$ cat config.mk
export PLATFORM = sky130hd
export DESIGN_NAME = sndram_xfer
export DESIGN_NICKNAME = d
export VERILOG_FILES = /design/src/rtl/sndram_xfer_pkg.sv /design/src/rtl/sndram_fifo.sv /design/src/rtl/sndram_pacer.sv /design/src/rtl/sndram_addr.sv /design/src/rtl/sndram_xfer.sv
export SDC_FILE = /design/constraint.sdc
export NUM_CORES = 1
export LEC_CHECK = 0
export ABC_CLOCK_PERIOD_IN_PS = 4100
export CAP_MARGIN = 30
export CELL_PAD_IN_SITES_DETAIL_PLACEMENT = 1
export CELL_PAD_IN_SITES_GLOBAL_PLACEMENT = 1
export CORE_ASPECT_RATIO = 1.4
export CORE_UTILIZATION = 41
export CTS_BUF_LIST = sky130_fd_sc_hd__clkbuf_8 sky130_fd_sc_hd__clkbuf_16
export CTS_CLUSTER_DIAMETER = 150
export DETAILED_ROUTE_END_ITERATION = 6
export PLACE_DENSITY = 0.7
export RECOVER_POWER = 100
export SYNTH_ARGS = -nofsm -noshare
export SYNTH_HDL_FRONTEND = slang
export SYNTH_SLANG_ARGS = --single-unit
$ cat constraint.sdc
create_clock -name clk -period 4.1 [get_ports clk]
set_input_delay 0.82 -clock clk [delete_from_list [all_inputs] [get_ports clk]]
set_output_delay 0.82 -clock clk [all_outputs]
set_load 0.01 [all_outputs]
$ cat src/rtl/sndram_xfer_pkg.sv
package sndram_xfer_pkg;

   typedef enum logic [1:0] {
      XM_STOP    = 2'd0,
      XM_HOST_WR = 2'd1,
      XM_DMA_WR  = 2'd2,
      XM_DMA_RD  = 2'd3
   } xfer_mode_e;

   localparam int ST_W        = 16;
   localparam int ST_BUSY     = 10;
   localparam int ST_WREQ     = 9;
   localparam int ST_RREQ     = 8;
   localparam int ST_ANYREQ   = 7;
   localparam int MIRROR_W    = 6;
   localparam int MODE_LSB    = 4;

   function automatic logic is_wr_mode(input xfer_mode_e m);
      return (m == XM_HOST_WR) || (m == XM_DMA_WR);
   endfunction

endpackage

$ cat src/rtl/sndram_fifo.sv
module sndram_fifo #(
   parameter int W     = 16,
   parameter int DEPTH = 32,
   localparam int CW   = $clog2(DEPTH + 1)
) (
   input  logic          clk,
   input  logic          rst_n,
   input  logic          clr,
   input  logic          push,
   input  logic [W-1:0]  wdata,
   input  logic          pop,
   output logic [W-1:0]  rdata,
   output logic          empty,
   output logic          full,
   output logic [CW-1:0] count
);

   logic do_push;
   logic do_pop;

   assign empty   = (count == '0);
   assign full    = (count == CW'(DEPTH));
   assign do_pop  = pop && !empty;
   assign do_push = push && (!full || do_pop);

   always_ff @(posedge clk or negedge rst_n) begin
      if (!rst_n) begin
         count <= '0;
      end else if (clr) begin
         count <= '0;
      end else begin
         case ({do_push, do_pop})
            2'b10:   count <= count + CW'(1);
            2'b01:   count <= count - CW'(1);
            default: count <= count;
         endcase
      end
   end

   generate
      if (DEPTH == 1) begin : g_single
         logic [W-1:0] slot;
         always_ff @(posedge clk) begin
            if (do_push) slot <= wdata;
         end
         assign rdata = slot;
      end else begin : g_ring
         localparam int PW = $clog2(DEPTH);
         logic [W-1:0]  mem [DEPTH];
         logic [PW-1:0] wp;
         logic [PW-1:0] rp;

         always_ff @(posedge clk or negedge rst_n) begin
            if (!rst_n) begin
               wp <= '0;
               rp <= '0;
            end else if (clr) begin
               wp <= '0;
               rp <= '0;
            end else begin
               if (do_push) wp <= wp + PW'(1);
               if (do_pop)  rp <= rp + PW'(1);
            end
         end

         always_ff @(posedge clk) begin
            if (do_push && !clr) mem[wp] <= wdata;
         end

         assign rdata = mem[rp];
      end
   endgenerate

endmodule

$ cat src/rtl/sndram_pacer.sv
module sndram_pacer #(
   parameter int TICKS = 32
) (
   input  logic clk,
   input  logic rst_n,
   input  logic clr,
   input  logic run,
   output logic fire
);

   generate
      if (TICKS == 1) begin : g_every
         logic unused_pacer;
         assign unused_pacer = clk ^ rst_n ^ clr;
         assign fire = run;
      end else begin : g_count
         localparam int CNTW = $clog2(TICKS);
         localparam logic [CNTW-1:0] LAST = CNTW'(TICKS - 1);
         logic [CNTW-1:0] cnt;

         assign fire = run && (cnt == LAST);

         always_ff @(posedge clk or negedge rst_n) begin
            if (!rst_n) begin
               cnt <= '0;
            end else if (clr || !run || fire) begin
               cnt <= '0;
            end else begin
               cnt <= cnt + CNTW'(1);
            end
         end
      end
   endgenerate

endmodule

$ cat src/rtl/sndram_addr.sv
module sndram_addr #(
   parameter int START_W    = 16,
   parameter int RAM_AW     = 18,
   parameter int UNIT_SHIFT = 2
) (
   input  logic               clk,
   input  logic               rst_n,
   input  logic               load,
   input  logic [START_W-1:0] start,
   input  logic               step,
   output logic [RAM_AW-1:0]  addr
);

   localparam int SW = START_W + UNIT_SHIFT;

   logic [SW-1:0]     scaled;
   logic [RAM_AW-1:0] load_val;

   assign scaled = SW'(start) << UNIT_SHIFT;

   generate
      if (SW >= RAM_AW) begin : g_trunc
         logic unused_hi;
         if (SW > RAM_AW) begin : g_drop
            assign unused_hi = ^scaled[SW-1:RAM_AW];
         end else begin : g_none
            assign unused_hi = 1'b0;
         end
         assign load_val = scaled[RAM_AW-1:0];
      end else begin : g_zext
         assign load_val = RAM_AW'(scaled);
      end
   endgenerate

   always_ff @(posedge clk or negedge rst_n) begin
      if (!rst_n) begin
         addr <= '0;
      end else if (load) begin
         addr <= load_val;
      end else if (step) begin
         addr <= addr + RAM_AW'(1);
      end
   end

endmodule

$ cat src/rtl/sndram_xfer.sv
module sndram_xfer
   import sndram_xfer_pkg::*;
#(
   parameter int DATA_W           = 16,
   parameter int FIFO_DEPTH       = 32,
   parameter int TICKS_PER_HW     = 32,
   parameter int RAM_BYTES        = 512 * 1024,
   parameter int START_W          = 16,
   parameter int START_UNIT_BYTES = 8,
   localparam int RAM_AW          = $clog2(RAM_BYTES / 2)
) (
   input  logic              clk,
   input  logic              rst_n,
   input  logic              ctrl_wr,
   input  logic [15:0]       ctrl_wdata,
   input  logic              addr_wr,
   input  logic [START_W-1:0] addr_wdata,
   input  logic              data_wr,
   input  logic [DATA_W-1:0] data_wdata,
   input  logic              data_rd,
   output logic [DATA_W-1:0] data_rdata,
   output logic [15:0]       status,
   output logic              ram_en,
   output logic              ram_we,
   output logic [RAM_AW-1:0] ram_addr,
   output logic [DATA_W-1:0] ram_wdata,
   input  logic [DATA_W-1:0] ram_rdata
);

   localparam int UNIT_SHIFT = $clog2(START_UNIT_BYTES / 2);
   localparam int CW         = $clog2(FIFO_DEPTH + 1);

   generate
      if (FIFO_DEPTH < 1 || (FIFO_DEPTH & (FIFO_DEPTH - 1)) != 0) begin : g_bad_depth
         $error("FIFO_DEPTH must be a power of two");
      end
      if (TICKS_PER_HW < 1) begin : g_bad_ticks
         $error("TICKS_PER_HW must be at least 1");
      end
      if (RAM_BYTES < 4 || (RAM_BYTES & (RAM_BYTES - 1)) != 0) begin : g_bad_ram
         $error("RAM_BYTES must be a power of two");
      end
      if (START_UNIT_BYTES < 2 || (START_UNIT_BYTES & (START_UNIT_BYTES - 1)) != 0) begin : g_bad_unit
         $error("START_UNIT_BYTES must be a power of two of at least 2");
      end
      if (DATA_W < 8) begin : g_bad_width
         $error("DATA_W must be at least 8");
      end
   endgenerate

   // Control register: only the mirrored low bits are kept
   logic [MIRROR_W-1:0] ctrl_q;
   xfer_mode_e          mode;
   logic                stop_clr;
   logic                unused_ctrl_hi;

   assign unused_ctrl_hi = ^ctrl_wdata[15:MIRROR_W];
   assign mode     = xfer_mode_e'(ctrl_q[MODE_LSB +: 2]);
   assign stop_clr = ctrl_wr && (ctrl_wdata[MODE_LSB +: 2] == 2'(XM_STOP));

   always_ff @(posedge clk or negedge rst_n) begin
      if (!rst_n) begin
         ctrl_q <= '0;
      end else if (ctrl_wr) begin
         ctrl_q <= ctrl_wdata[MIRROR_W-1:0];
      end
   end

   // Direction decode
   logic wr_mode;
   logic rd_mode;
   assign wr_mode = is_wr_mode(mode);
   assign rd_mode = (mode == XM_DMA_RD);

   // FIFO
   logic              f_push;
   logic              f_pop;
   logic [DATA_W-1:0] f_wdata;
   logic [DATA_W-1:0] f_head;
   logic              f_empty;
   logic              f_full;
   logic [CW-1:0]     f_count;
   logic              rd_pend;
   logic              fire;

   assign f_push  = (wr_mode && data_wr) || (rd_mode && rd_pend);
   assign f_wdata = wr_mode ? data_wdata : ram_rdata;
   assign f_pop   = (wr_mode && fire) || (rd_mode && data_rd);

   sndram_fifo #(
      .W     (DATA_W),
      .DEPTH (FIFO_DEPTH)
   ) u_fifo (
      .clk   (clk),
      .rst_n (rst_n),
      .clr   (stop_clr),
      .push  (f_push),
      .wdata (f_wdata),
      .pop   (f_pop),
      .rdata (f_head),
      .empty (f_empty),
      .full  (f_full),
      .count (f_count)
   );

   // A read is allowed only if its result will have a slot,
   // counting the one still returning from memory.
   logic room_rd;
   logic run;
   assign room_rd = !f_full && !(rd_pend && (f_count == CW'(FIFO_DEPTH - 1)));
   assign run     = (wr_mode && !f_empty) || (rd_mode && room_rd);

   sndram_pacer #(
      .TICKS (TICKS_PER_HW)
   ) u_pacer (
      .clk   (clk),
      .rst_n (rst_n),
      .clr   (stop_clr),
      .run   (run),
      .fire  (fire)
   );

   always_ff @(posedge clk or negedge rst_n) begin
      if (!rst_n) begin
         rd_pend <= 1'b0;
      end else if (stop_clr) begin
         rd_pend <= 1'b0;
      end else begin
         rd_pend <= fire && rd_mode;
      end
   end

   // Memory address
   sndram_addr #(
      .START_W    (START_W),
      .RAM_AW     (RAM_AW),
      .UNIT_SHIFT (UNIT_SHIFT)
   ) u_addr (
      .clk   (clk),
      .rst_n (rst_n),
      .load  (addr_wr),
      .start (addr_wdata),
      .step  (fire),
      .addr  (ram_addr)
   );

   assign ram_en    = fire;
   assign ram_we    = wr_mode;
   assign ram_wdata = f_head;
   assign data_rdata = f_head;

   // Status word
   logic busy;
   logic wreq;
   logic rreq;
   assign busy = (wr_mode && !f_empty) || (rd_mode && !f_full);
   assign wreq = (mode == XM_DMA_WR) && !f_full;
   assign rreq = rd_mode && !f_empty;

   always_comb begin
      status               = '0;
      status[MIRROR_W-1:0] = ctrl_q;
      status[ST_BUSY]      = busy;
      status[ST_WREQ]      = wreq;
      status[ST_RREQ]      = rreq;
      status[ST_ANYREQ]    = wreq || rreq;
   end

endmodule

==> results.py <==
metrics = {
    "status": {
        "status": "complete, but fails checks",
        "failed_checks": "capacitance limit, slew limit, setup timing",
    },
    "yosys": {
        "area_share_of_xor_xnor_cells_in_the_synthesized_design_pct": 1.13,
        "post_synth_and_or_nand_nor_area_fraction_pct": 3.52,
        "synthFlopType": "sky130_fd_sc_hd__edfxtp_1",
        "synth_sequential_area_ratio_pct": 73.2,
        "synth_top_family_by_area": "multiplexers",
        "synth_edf_count": 512,
        "synth-seq-cells": 558,
        "muxShareOfSynthArea_pct": 18.0,
        "ys_warn_count": 0,
        "synthesis.instances": 1104,
        "synth.cell_area_um2": 22600,
        "post_synthesis_compound_gate_area_fraction_pct": 1.37,
        "post_synth_num_cell_types": 54,
        "synth-async-reset-ratio_pct": 8.24,
        "synth_area_per_cell_um2": 20.4,
        "synth-adder-area-share_pct": 0.721,
    },
    "timing": {
        "final_critical_path_setup_slack_ns": -0.0527,
        "setup_viol_count_final": 3,
        "maximum_clock_frequency_ghz": 0.241,
        "final_hold_viol_count": 0,
        "worstMarginPinSlew_ns": 1.57,
        "period_needed_ns": 4.15,
        "total_negative_setup_slacks_ns": -0.0954,
        "min_period_over_period_pct": 101,
        "final-max-slew-violation-count": 29,
        "timing.hold.ws_ns": 0.486,
        "timing.clock.skew_ns": 0.0201,
        "slew_headroom_pct": -4.42,
        "rsz_0062_raised_after_global_routing": "yes",
    },
    "setup_path": {
        "critical_path_buf_inv_count": 3,
        "critPathCaptureType": "output pin",
        "crit_slowest_cell": "sky130_fd_sc_hd__dfrtp_4",
        "worst_path_largest_cell_delay_ns": 0.53,
        "critical_path_peak_fanout": 16,
        "worst_path_dominant_cell_family": "multiplexers",
        "worstPathArrival_ns": 3.33,
        "critical_path.cell_chain": "buf_16, buf_16, mux4_2, mux4_2, mux2_2, clkdlybuf4s50_1",
        "critical_path.startpoint_type": "register",
        "critPathKind": "reg -> out",
        "worstPathRequired_ns": 3.28,
    },
    "power_and_ir_drop": {
        "switching_power_uw": 4210,
        "comb_power_share_pct": 26.2,
        "clockPowerShare_pct": 31.0,
        "power.leakage_uw": 0.00870,
        "sw_frac_of_total_pct": 26.6,
        "power_per_cell_area_nw_per_um2": 590,
        "seqPwrFrac_pct": 42.8,
        "vdd_ir_drop_max_mv": 0.283,
        "internal_power_uw": 11600,
    },
    "global_routing": {
        "global_route.usage.total_pct": 18.9,
        "via_count_of_the_first_global_routing_pass": 12200,
        "grt_start_max_net_pins": 45,
        "grt_pass1_wl_um": 78000,
        "grt-ovfl-total": 0,
        "grt_antenna_before_repair": 0,
    },
    "floorplanning": {
        "number_of_rows_in_the_core_area": 101,
        "initial_core_util_pct": 41.5,
        "io_pins": 138,
        "core_area_um2": 54300,
        "die_height_um": 280,
        "dieArea_um2": 56000,
        "floorplan.die.width_um": 200,
    },
    "place": {
        "detailedPlacementHpwl_um": 32600,
        "gp_congestion": 0.774,
        "placedInstanceArea_um2": 25000,
        "portBuffers": 121,
        "post-place-ws_ns": 0.379,
    },
    "clock_tree": {
        "cts_tree": "done",
        "cts_sinks": 558,
        "number_of_buffers_on_the_longest_clock_path": 3,
        "cts_inserted_buffers": 51,
        "clock_insertion_delay_worst_skew_ns": 0.59,
        "ctsHtreeMaxLevel": 2,
        "cts.clk_slew.worst_paths_ns": 0.07,
        "clock_tree.root_cell": "sky130_fd_sc_hd__clkbuf_16",
    },
    "routing": {
        "antenna_violating_nets_post_route": 0,
        "routedWlPerCell_um": 25.9,
        "overall_via_count_from_detail_route": 11200,
        "dr.pass1.iters": 5,
        "vias_per_cell": 5.51,
        "drt_iter0_markers": 855,
        "post-route-drc-count": 0,
        "routed_wirelength_um": 52800,
    },
    "finish": {
        "final_design_area_no_fill_um2": 26800,
        "insertedDiodeCount": 0,
        "final.fill_count": 5011,
        "drive_gt1_share_pct": 27.0,
        "layout-area-overhead-vs-synth_pct": 18.6,
        "num-nets-final": 1361,
    },
    "worst_hold_path": {
        "hold_class": "reg -> reg",
    },
    "job": {
        "maxCapViolations": 1,
    },
}
-- registers in the layout, indices dropped and copies added (netlist names) --
| name | count |
|---|---|
| u_pacer.g_count.cnt | 5 |
| u_fifo.g_ring.mem | 512 |
| u_fifo.count | 6 |
| u_addr.addr | 18 |
| ctrl_q | 6 |
| rd_pend | 1 |
| u_fifo.g_ring.wp | 5 |
| u_fifo.g_ring.rp | 5 |
-- cell usage in the layout, fill, tap and decap left out, types with 3 or more instances in the layout --
master and instances:
sky130_fd_sc_hd__nand2_1 38, sky130_fd_sc_hd__inv_1 20, sky130_fd_sc_hd__mux2_1 16, sky130_fd_sc_hd__conb_1 6, sky130_fd_sc_hd__mux4_2 160, sky130_fd_sc_hd__nand4_1 6, sky130_fd_sc_hd__clkdlybuf4s50_1 64, sky130_fd_sc_hd__clkinv_1 10
sky130_fd_sc_hd__o21ai_0 22, sky130_fd_sc_hd__clkbuf_16 55, sky130_fd_sc_hd__xor2_1 10, sky130_fd_sc_hd__dlygate4sd3_1 29, sky130_fd_sc_hd__nand3b_1 3, sky130_fd_sc_hd__edfxtp_1 512, sky130_fd_sc_hd__xnor2_1 19, sky130_fd_sc_hd__dfrtp_1 42
sky130_fd_sc_hd__nor2_2 20, sky130_fd_sc_hd__clkinv_2 7, sky130_fd_sc_hd__clkbuf_2 28, sky130_fd_sc_hd__mux2i_1 4, sky130_fd_sc_hd__ha_1 13, sky130_fd_sc_hd__nand3_1 10, sky130_fd_sc_hd__buf_16 5, sky130_fd_sc_hd__bufinv_16 8
sky130_fd_sc_hd__dlymetal6s2s_1 19, sky130_fd_sc_hd__buf_12 5, sky130_fd_sc_hd__dlygate4sd2_1 8, sky130_fd_sc_hd__mux2_2 21, sky130_fd_sc_hd__clkbuf_1 14, sky130_fd_sc_hd__buf_4 17, sky130_fd_sc_hd__a21oi_1 10, sky130_fd_sc_hd__nor4_1 9
sky130_fd_sc_hd__and3_1 5, sky130_fd_sc_hd__inv_6 4, sky130_fd_sc_hd__nor2_1 41
-- metrics by stage --
step	total power (uW)	util [%]	instances
6_report	15800	49.3	2040
5_1_grt	16400	49.3	2040
3_5_place_dp	11000	46.0	1934
3_3_place_gp	10900	46.0	1934
4_1_cts	16000	49.3	2034
2_1_floorplan	9530	-	1109
-- power by group through the flow --
stage,Clock [uW],Combinational (uW),Sequential [uW]
2_1_floorplan,0,2780,6750
4_1_cts,5000,4200,6740
3_3_place_gp,0,4020,6850
5_1_grt,5190,4430,6770
3_5_place_dp,0,4110,6860
6_report,4900,4140,6750
-- synthesized netlist by cell type, types with 3 or more instances --
master                     number  share of area [%]
sky130_fd_sc_hd__and2_1         4               0.11
sky130_fd_sc_hd__ha_1          13               0.72
sky130_fd_sc_hd__nor3_1         3              0.067
sky130_fd_sc_hd__nand4_1        6               0.17
sky130_fd_sc_hd__nand2_1       38               0.63
sky130_fd_sc_hd__o21ai_0       22               0.49
sky130_fd_sc_hd__mux4_2       160                 16
sky130_fd_sc_hd__buf_4         25               0.83
sky130_fd_sc_hd__inv_1         12               0.20
sky130_fd_sc_hd__nand3b_1       3               0.10
sky130_fd_sc_hd__nand3_1       10               0.22
sky130_fd_sc_hd__xnor2_1       19               0.74
sky130_fd_sc_hd__buf_2         13               0.29
sky130_fd_sc_hd__nor4_1         9               0.25
sky130_fd_sc_hd__mux2i_1        4               0.18
sky130_fd_sc_hd__buf_1          8               0.13
sky130_fd_sc_hd__and3_1         5               0.14
sky130_fd_sc_hd__clkbuf_1      32               0.53
sky130_fd_sc_hd__edfxtp_1     512                 68
sky130_fd_sc_hd__nor2_1        60                1.0
sky130_fd_sc_hd__a21oi_1       10               0.22
sky130_fd_sc_hd__mux2_2        37                1.8
sky130_fd_sc_hd__dfrtp_1       46                5.1
sky130_fd_sc_hd__xor2_1        10               0.39
-- logic make-up after synthesis --
group | after synthesis
AO/OA/AOI/OAI | 49
multiplexers | 201
other | 1
XOR/XNOR | 29
AND/OR/NAND/NOR | 162
buffers and inverters | 91
adder cells (fa/ha/maj) | 13
flip-flops | 558
-- final timing paths --
kind | start | to | slack (ns) | cells past startpoint
setup / recovery | u_fifo.g_ring.rp[0] | ram_wdata[1] | -0.05 | 6
hold / removal | u_pacer.g_count.cnt[0] | u_pacer.g_count.cnt[0] | 0.49 | 1
setup reg to reg | u_pacer.g_count.cnt[0] | u_fifo.count[5] | 0.39 | 12
hold reg to reg | u_pacer.g_count.cnt[0] | u_pacer.g_count.cnt[0] | 0.49 | 1
max in group asynchronous | rst_n | u_fifo.g_ring.rp[1] | 1.57 | 2
min in group asynchronous | rst_n | u_addr.addr[12] | 0.63 | 1
-- repair_timing --
action	4_1_cts	5_1_grt
setup buffers	5	3
cloned	1	2
resized for setup	16	25
hold buffers	0	0
endpoints found under the setup margin	32	25
-- layer usage --
metal	GRT usage [%]	part of all wire, %
met5	0	0
met4	6.93	3.2
met3	2.21	4.1
met2	35.7	55
met1	22.1	38
-- cell type report --
type | count | area, um^2 | area share [%]
Clock buffer | 52 | 1300 | 4.86
Clock inverter | 42 | 427 | 1.59
Inverter | 12 | 45.0 | 0.168
Multi-Input combinational cell | 460 | 5650 | 21.1
Sequential cell | 558 | 16500 | 61.8
Tap cell | 721 | 902 | 3.37
Timing Repair Buffer | 195 | 1910 | 7.15
Note: power is estimated with default switching activity, not from simulation.
